===== src/rtl/bintc_pkg.sv =====
`timescale 1ns/1ps
package bintc_pkg;

   // Register offsets software depends on (byte addresses)
   localparam logic [15:0] OFS_CTRL  = 16'h0000;
   localparam logic [15:0] OFS_PRIO  = 16'h000C;
   localparam logic [15:0] OFS_SYNC  = 16'h0010;
   localparam logic [15:0] OFS_HOLD  = 16'h0014;
   localparam logic [15:0] OFS_SEL   = 16'h0080;
   localparam logic [15:0] OFS_ENSET = 16'h0100;
   localparam logic [15:0] OFS_ENCLR = 16'h0180;
   localparam logic [15:0] OFS_PEND  = 16'h0D80;
   localparam logic [15:0] OFS_WAKE  = 16'h0E00;

   typedef enum logic [3:0] {
      RK_NONE,
      RK_CTRL,
      RK_PRIO,
      RK_SYNC,
      RK_HOLD,
      RK_SEL,
      RK_ENSET,
      RK_ENCLR,
      RK_PEND,
      RK_WAKE
   } reg_kind_e;

   typedef struct packed {
      reg_kind_e  kind;
      logic [4:0] bank;
   } reg_sel_t;

   // Decode a byte address into register kind and bank slot
   function automatic reg_sel_t reg_decode(input logic [15:0] a, input int unsigned nb);
      reg_sel_t    d;
      logic [15:0] blk;
      logic        in_rng;
      d.kind = RK_NONE;
      d.bank = 5'd0;
      blk    = {a[15:7], 7'b0};
      in_rng = (32'(a[6:2]) < nb);
      if (a[1:0] == 2'b00) begin
         if      (a == OFS_CTRL) d.kind = RK_CTRL;
         else if (a == OFS_PRIO) d.kind = RK_PRIO;
         else if (a == OFS_SYNC) d.kind = RK_SYNC;
         else if (a == OFS_HOLD) d.kind = RK_HOLD;
         else if (in_rng) begin
            if      (blk == OFS_SEL)   d.kind = RK_SEL;
            else if (blk == OFS_ENSET) d.kind = RK_ENSET;
            else if (blk == OFS_ENCLR) d.kind = RK_ENCLR;
            else if (blk == OFS_PEND)  d.kind = RK_PEND;
            else if (blk == OFS_WAKE)  d.kind = RK_WAKE;
            if (d.kind != RK_NONE) d.bank = a[6:2];
         end
      end
      return d;
   endfunction

endpackage


===== src/rtl/bintc_sync.sv =====
`timescale 1ns/1ps
module bintc_sync #(
   parameter int unsigned WIDTH  = 128,
   parameter int unsigned STAGES = 2
) (
   input  logic             clk,
   input  logic             rst_n,
   input  logic [WIDTH-1:0] din,
   output logic [WIDTH-1:0] dout
);

   if (STAGES < 2) begin : g_bad_stages
      $error("bintc_sync: STAGES must be at least 2");
   end

   logic [WIDTH-1:0] stg [STAGES];

   always_ff @(posedge clk or negedge rst_n) begin
      if (!rst_n) stg[0] <= '0;
      else        stg[0] <= din;
   end

   for (genvar s = 1; s < STAGES; s++) begin : g_stage
      always_ff @(posedge clk or negedge rst_n) begin
         if (!rst_n) stg[s] <= '0;
         else        stg[s] <= stg[s-1];
      end
   end

   assign dout = stg[STAGES-1];

endmodule


===== src/rtl/bintc_bank.sv =====
`timescale 1ns/1ps
module bintc_bank #(
   parameter int unsigned BANK_W = 32
) (
   input  logic              clk,
   input  logic              rst_n,
   input  logic [BANK_W-1:0] src_sync_i,
   input  logic [BANK_W-1:0] wdata_i,
   input  logic              set_en_i,
   input  logic              clr_en_i,
   input  logic              wr_route_i,
   input  logic              wr_wmask_i,
   output logic [BANK_W-1:0] enable_o,
   output logic [BANK_W-1:0] route_o,
   output logic [BANK_W-1:0] wmask_o,
   output logic [BANK_W-1:0] pend_o,
   output logic              irq_hit_o,
   output logic              fiq_hit_o,
   output logic              wake_hit_o
);

   logic [BANK_W-1:0] enable_q, enable_nxt;
   logic [BANK_W-1:0] route_q;
   logic [BANK_W-1:0] wmask_q;

   always_comb begin
      enable_nxt = enable_q;
      if (set_en_i) enable_nxt = enable_nxt | wdata_i;
      if (clr_en_i) enable_nxt = enable_nxt & ~wdata_i;
   end

   always_ff @(posedge clk or negedge rst_n) begin
      if (!rst_n) begin
         enable_q <= '0;
         route_q  <= '1;
         wmask_q  <= '0;
      end else begin
         enable_q <= enable_nxt;
         if (wr_route_i) route_q <= wdata_i;
         if (wr_wmask_i) wmask_q <= wdata_i;
      end
   end

   assign pend_o     = src_sync_i & enable_q;
   assign irq_hit_o  = |(pend_o & route_q);
   assign fiq_hit_o  = |(pend_o & ~route_q);
   assign wake_hit_o = |(src_sync_i & wmask_q);
   assign enable_o   = enable_q;
   assign route_o    = route_q;
   assign wmask_o    = wmask_q;

endmodule


===== src/rtl/bintc_glob.sv =====
`timescale 1ns/1ps
module bintc_glob
   import bintc_pkg::*;
#(
   parameter int unsigned DATA_W = 32
) (
   input  logic              clk,
   input  logic              rst_n,
   input  logic              we_i,
   input  reg_kind_e         kind_i,
   input  logic [DATA_W-1:0] wdata_i,
   output logic [DATA_W-1:0] ctrl_o,
   output logic [DATA_W-1:0] prio_o,
   output logic [DATA_W-1:0] syncc_o,
   output logic              hold_o
);

   always_ff @(posedge clk or negedge rst_n) begin
      if (!rst_n) begin
         ctrl_o  <= '0;
         prio_o  <= '0;
         syncc_o <= '0;
         hold_o  <= 1'b0;
      end else if (we_i) begin
         case (kind_i)
            RK_CTRL: ctrl_o  <= wdata_i;
            RK_PRIO: prio_o  <= wdata_i;
            RK_SYNC: syncc_o <= wdata_i;
            RK_HOLD: hold_o  <= wdata_i[0];
            default: ;
         endcase
      end
   end

endmodule


===== src/rtl/banked_intc.sv =====
`timescale 1ns/1ps
module banked_intc
   import bintc_pkg::*;
#(
   parameter int unsigned NUM_BANKS   = 4,
   parameter int unsigned BANK_W      = 32,
   parameter int unsigned ADDR_W      = 12,
   parameter int unsigned SYNC_STAGES = 2,
   localparam int unsigned NUM_SRC    = NUM_BANKS * BANK_W,
   localparam int unsigned DATA_W     = BANK_W
) (
   input  logic               clk,
   input  logic               rst_n,
   input  logic [ADDR_W-1:0]  reg_addr,
   input  logic [DATA_W-1:0]  reg_wdata,
   input  logic               reg_we,
   output logic [DATA_W-1:0]  reg_rdata,
   input  logic [NUM_SRC-1:0] src_i,
   output logic               irq_o,
   output logic               fiq_o,
   output logic               wake_o
);

   if (NUM_BANKS < 1 || NUM_BANKS > 32) begin : g_bad_banks
      $error("banked_intc: NUM_BANKS must lie in 1..32");
   end
   if (BANK_W < 1 || BANK_W > 32) begin : g_bad_width
      $error("banked_intc: BANK_W must lie in 1..32");
   end
   if (ADDR_W < 12 || ADDR_W > 16) begin : g_bad_addr
      $error("banked_intc: ADDR_W must lie in 12..16");
   end

   reg_sel_t dec;
   assign dec = reg_decode(16'(reg_addr), NUM_BANKS);

   logic [NUM_SRC-1:0] src_sync;

   bintc_sync #(.WIDTH(NUM_SRC), .STAGES(SYNC_STAGES)) u_sync (
      .clk  (clk),
      .rst_n(rst_n),
      .din  (src_i),
      .dout (src_sync)
   );

   logic [DATA_W-1:0] ctrl_q, prio_q, syncc_q;
   logic              hold_q;

   bintc_glob #(.DATA_W(DATA_W)) u_glob (
      .clk    (clk),
      .rst_n  (rst_n),
      .we_i   (reg_we),
      .kind_i (dec.kind),
      .wdata_i(reg_wdata),
      .ctrl_o (ctrl_q),
      .prio_o (prio_q),
      .syncc_o(syncc_q),
      .hold_o (hold_q)
   );

   logic [BANK_W-1:0]  bk_en   [NUM_BANKS];
   logic [BANK_W-1:0]  bk_rt   [NUM_BANKS];
   logic [BANK_W-1:0]  bk_wm   [NUM_BANKS];
   logic [BANK_W-1:0]  bk_pend [NUM_BANKS];
   logic [NUM_BANKS-1:0] irq_hit, fiq_hit, wake_hit;
   logic [NUM_SRC-1:0] en_flat, sel_flat, pend_flat;

   for (genvar b = 0; b < NUM_BANKS; b++) begin : g_bank
      logic hit;
      assign hit = (dec.bank == 5'(b)) && reg_we;

      bintc_bank #(.BANK_W(BANK_W)) u_bank (
         .clk       (clk),
         .rst_n     (rst_n),
         .src_sync_i(src_sync[b*BANK_W +: BANK_W]),
         .wdata_i   (reg_wdata),
         .set_en_i  (hit && dec.kind == RK_ENSET),
         .clr_en_i  (hit && dec.kind == RK_ENCLR),
         .wr_route_i(hit && dec.kind == RK_SEL),
         .wr_wmask_i(hit && dec.kind == RK_WAKE),
         .enable_o  (bk_en[b]),
         .route_o   (bk_rt[b]),
         .wmask_o   (bk_wm[b]),
         .pend_o    (bk_pend[b]),
         .irq_hit_o (irq_hit[b]),
         .fiq_hit_o (fiq_hit[b]),
         .wake_hit_o(wake_hit[b])
      );

      assign en_flat  [b*BANK_W +: BANK_W] = bk_en[b];
      assign sel_flat [b*BANK_W +: BANK_W] = bk_rt[b];
      assign pend_flat[b*BANK_W +: BANK_W] = bk_pend[b];
   end

   // Read mux: global registers, then the addressed bank slot
   always_comb begin
      reg_rdata = '0;
      case (dec.kind)
         RK_CTRL: reg_rdata = ctrl_q;
         RK_PRIO: reg_rdata = prio_q;
         RK_SYNC: reg_rdata = syncc_q;
         RK_HOLD: reg_rdata = DATA_W'(hold_q);
         default: begin
            for (int b = 0; b < NUM_BANKS; b++) begin
               if (dec.bank == 5'(b)) begin
                  case (dec.kind)
                     RK_SEL:   reg_rdata = bk_rt[b];
                     RK_ENSET,
                     RK_ENCLR: reg_rdata = bk_en[b];
                     RK_PEND:  reg_rdata = bk_pend[b];
                     RK_WAKE:  reg_rdata = bk_wm[b];
                     default:  ;
                  endcase
               end
            end
         end
      endcase
   end

   always_ff @(posedge clk or negedge rst_n) begin
      if (!rst_n) begin
         irq_o  <= 1'b0;
         fiq_o  <= 1'b0;
         wake_o <= 1'b0;
      end else begin
         irq_o  <= |irq_hit;
         fiq_o  <= |fiq_hit;
         wake_o <= hold_q && (|wake_hit);
      end
   end

endmodule


===== config.mk =====
export PLATFORM = sky130hd
export DESIGN_NAME = banked_intc
export DESIGN_NICKNAME = d
export VERILOG_FILES = /design/src/rtl/bintc_pkg.sv /design/src/rtl/bintc_sync.sv /design/src/rtl/bintc_bank.sv /design/src/rtl/bintc_glob.sv /design/src/rtl/banked_intc.sv
export SDC_FILE = /design/constraint.sdc
export NUM_CORES = 1
export LEC_CHECK = 0
export BUFFER_PORTS_ARGS = -buffer_cell sky130_fd_sc_hd__buf_2
export CAP_MARGIN = 40
export CORE_ASPECT_RATIO = 0.8
export CORE_MARGIN = 1.5
export CORE_UTILIZATION = 40
export CTS_BUF_LIST = sky130_fd_sc_hd__clkbuf_16
export DETAILED_ROUTE_END_ITERATION = 6
export PLACE_DENSITY_LB_ADDON = 0.1
export SLEW_MARGIN = 0
export SYNTH_ARGS = -nofsm -noshare
export SYNTH_HDL_FRONTEND = slang
export SYNTH_HIERARCHICAL = 1
export SYNTH_SLANG_ARGS = --single-unit

===== constraint.sdc =====
create_clock -name clk -period 3.58 [get_ports clk]
set_input_delay 0.358 -clock clk [delete_from_list [all_inputs] [get_ports clk]]
set_output_delay 0.358 -clock clk [all_outputs]
set_load 0.01 [all_outputs]

==> flow_metrics.tcl <==
set metrics [dict create \
    outcome "finished with violations" \
    violations "setup timing" \
    coreArea_um2 82000 \
    clk_latency_ns 0.67 \
    portBuffers 209 \
    slowest_delay_ns 0.57 \
    crit_slowest_cell "or4_4" \
    leakagePower_nw 19.0 \
    use_met3_pct 5.50 \
    grt_overflow_total 0 \
    vdd_drop_max_uv 360 \
    maxSlewViolCount 0 \
    path_clk_slew_ns 0.06 \
    syn_nets 2952 \
    holdCritPathClass "in -> reg" \
    cts-htree-levels 3 \
    first_iter_violations 2996 \
    num_rows 94 \
    top_usage_layer "met2" \
    synthCells 2777 \
    fin_crit_sh_pct 101 \
    cts_buffer_depth 3 \
    p_int_w 0.0138 \
    synth-seq-area-share_pct 56.6 \
    fmax_mhz 277 \
    syn_area_per_cell_um2 11.9 \
    worstRegToRegCells 5 \
    crit_type "in -> out" \
    hold_viol_final 0 \
    fin_nets 3321 \
    drtPass1Iterations 7 \
    detail_route.wirelength_um 121000 \
    die_y_um 260 \
    rsz0062_at_grt "yes" \
    fp.dieArea_um2 84300 \
    routedWlPerCell_um 28.1 \
    grt_antenna_before_repair 7 \
    worst_pin_slew_ns 0.849 \
    min_to "g_bank[2].u_bank/enable_o[24]" \
    track_usage_pct 28.7 \
    p_comb_share_pct 4.3 \
    hold_depth 2 \
    drc_errors 0 \
    critical_path_buf_inv_count 7 \
    r2r_slack_ns 0.89 \
    worstSetupEndpointType "primary output" \
    synthToLayoutAreaGrowth_pct 23.9 \
    ys_top_cells_by_area "dfrtp_1, mux2_2, dfstp_2, a21oi_1, buf_4" \
    swShare_pct 23.3 \
    place_hpwl_um 83300 \
    drive_gt1_share_pct 38.4 \
    finalSetupViolations 3 \
    totalPowerFinal_w 0.0180 \
    timing.rr.end "fiq_o" \
    pwr-share-clk_pct 47.4 \
    ys_types 64 \
    cap_violations 0 \
    cp.required_ns 3.22 \
    finalCriticalPeriod_ns 3.61 \
    grt_pass1_wl_um 176000 \
    use_met1_pct 42.1 \
    postSynth.asyncResetShare_pct 100 \
    grt_max_degree 91 \
    netlist.area_leader.share_pct 46.4 \
    synth_seq_cells 740 \
    clockRootBuffer "clkbuf_16" \
    synth-edff-count 0 \
    clock_skew_ns 0.0277 \
    pre_cts_slack_ns -0.449 \
    path_max_fanout 11 \
    die_w_um 324 \
    power.switching_w 0.00420 \
    r2r-start "u_sync/dout[109]" \
    grt_pass1_vias 25600 \
    setup_ws_ns -0.0277 \
    gp_congestion 0.936 \
    ys.flop_type "dfrtp_1" \
    yosys-top-cells-count "dfrtp_1, a21oi_1, mux2_2, nand2_1, buf_4" \
    power_density_nw_per_um2 441 \
    crit_chain "buf_2 -> or4_4 -> buf_12 -> nor4_4 -> a211oi_2 -> and3_4 -> buf_6 -> buf_4 -> a21oi_1 -> o22ai_2 -> buf_6 -> a21oi_1 -> o31ai_1 -> buf_4 -> buf_2" \
    cts_buffers 80 \
    io_pins 210 \
    cp-start-kind "input port" \
    min_from "reg_wdata[24]" \
    final_antenna_net_count 0 \
    start_util_pct 40.3 \
    setup_tns_ns -0.0412 \
    critPathTopFamily "buffers and inverters" \
    synth_top_cell_by_area "dfrtp_1" \
    seq_power_share_pct 48.2 \
    slew_headroom_pct 43.3 \
    crit_arrival_ns 3.25 \
    use_met2_pct 42.7 \
    numClockSinks 740 \
    cts_tree "built" \
    avgViaCountPerCell 5.91 \
    num-fill-cells 7279 \
    synth_area_um2 33000 \
    yosysMostFrequentCell "dfrtp_1" \
    dr_total_vias 25500 \
    synth_warnings 6 \
]
-- per-layer routing --
layer	vias up	wire, um
li1	11000	-
met1	13100	54100
met2	1277	53300
met3	197	10200
met4	0	3760
met5	-	0
-- sequential cells by signal, summed over array words and instances, names as in the netlist --
name,flops
u_glob/prio_o,32
g_bank.u_bank/enable_o,128
u_glob/ctrl_o,32
u_glob/hold_o,1
u_sync/dout,128
fiq_o,1
u_sync/stg,128
u_glob/syncc_o,32
g_bank.u_bank/wmask_o,128
g_bank.u_bank/route_o,128
irq_o,1
wake_o,1
-- stage by stage --
stage / hold WS, ns / instance area, um2 / util, % / std cells
2_1_floorplan: 0.0624 / 33000 / - / 2777
3_3_place_gp: 0.332 / 36100 / 44.1 / 4027
3_5_place_dp: 0.335 / 36100 / 44.1 / 4028
4_1_cts: 0.184 / 40600 / 49.5 / 4308
5_1_grt: 0.206 / 40900 / 49.9 / 4314
6_report: 0.217 / 40900 / 49.9 / 4318
-- area by class of cell --
cell class / instances / area (um2) / share of cell area, %
clock inverter: 65 / 666 / 1.63
timing repair buffer: 573 / 4890 / 11.9
sequential: 740 / 18700 / 45.7
multi-input combinational: 1622 / 12800 / 31.2
inverter: 129 / 484 / 1.18
tap: 1104 / 1380 / 3.38
clock buffer: 81 / 2030 / 4.96
antenna: 4 / 10.0 / 0.0245
-- cell usage in the layout, fill, tap and decap left out, drive strengths merged, types with 6 or more instances in the layout --
cell type,n
dfrtp,612
buf,443
a21oi,353
mux2,353
nand2,230
inv,144
a22oi,137
dlygate4sd3,129
dfstp,128
o22ai,96
clkbuf,81
a222oi,71
a22o,60
nand4,46
clkinv,31
a211oi,31
a221oi,30
nand3,24
nor2,22
and2,21
a221o,20
nor4,20
o21ai,20
a21o,16
or4,13
o31ai,13
bufinv,12
a21boi,8
clkinvlp,7
nor4b,6
-- power by group through the flow --
| stage | clock [W] | combinational [W] | sequential [W] |
|---|---|---|---|
| 6_report | 0.00856 | 0.000785 | 0.00870 |
| 5_1_grt | 0.00909 | 0.000850 | 0.00871 |
| 4_1_cts | 0.00876 | 0.000788 | 0.00870 |
| 3_5_place_dp | 0 | 0.000674 | 0.00884 |
| 3_3_place_gp | 0 | 0.000662 | 0.00884 |
| 2_1_floorplan | 0 | 0.000218 | 0.00875 |
-- worst max path at each step --
stage                     slack, ns                            to        start  cells past startpoint
final                         -0.03                  reg_rdata[2]  reg_addr[2]                     15
after global routing          -0.13                 reg_rdata[26]  reg_addr[9]                     18
after CTS                     -0.06                 reg_rdata[30]  reg_addr[7]                     16
after detailed placement      -0.45                 reg_rdata[19]  reg_addr[2]                     13
after global placement        -0.40                 reg_rdata[19]  reg_addr[2]                     13
after floorplan                0.57  g_bank[3].u_bank/wmask_o[21]  reg_addr[9]                     11
-- logic make-up after synthesis --
family	Yosys count	share of synthesized area [%]
simple gates	405	6.29
compound gates	864	18.0
buf+inv	415	6.79
mux	353	12.4
flops	740	56.6
-- repair_timing --
item	in CTS	in global routing
buffers inserted	5	7
pin swaps	13	21
hold endpoints to repair	198	0
cloned	1	0
gates resized for setup	65	57
hold buffers	129	0
setup endpoints to repair	32	32
(Power assumes the default switching activity.)
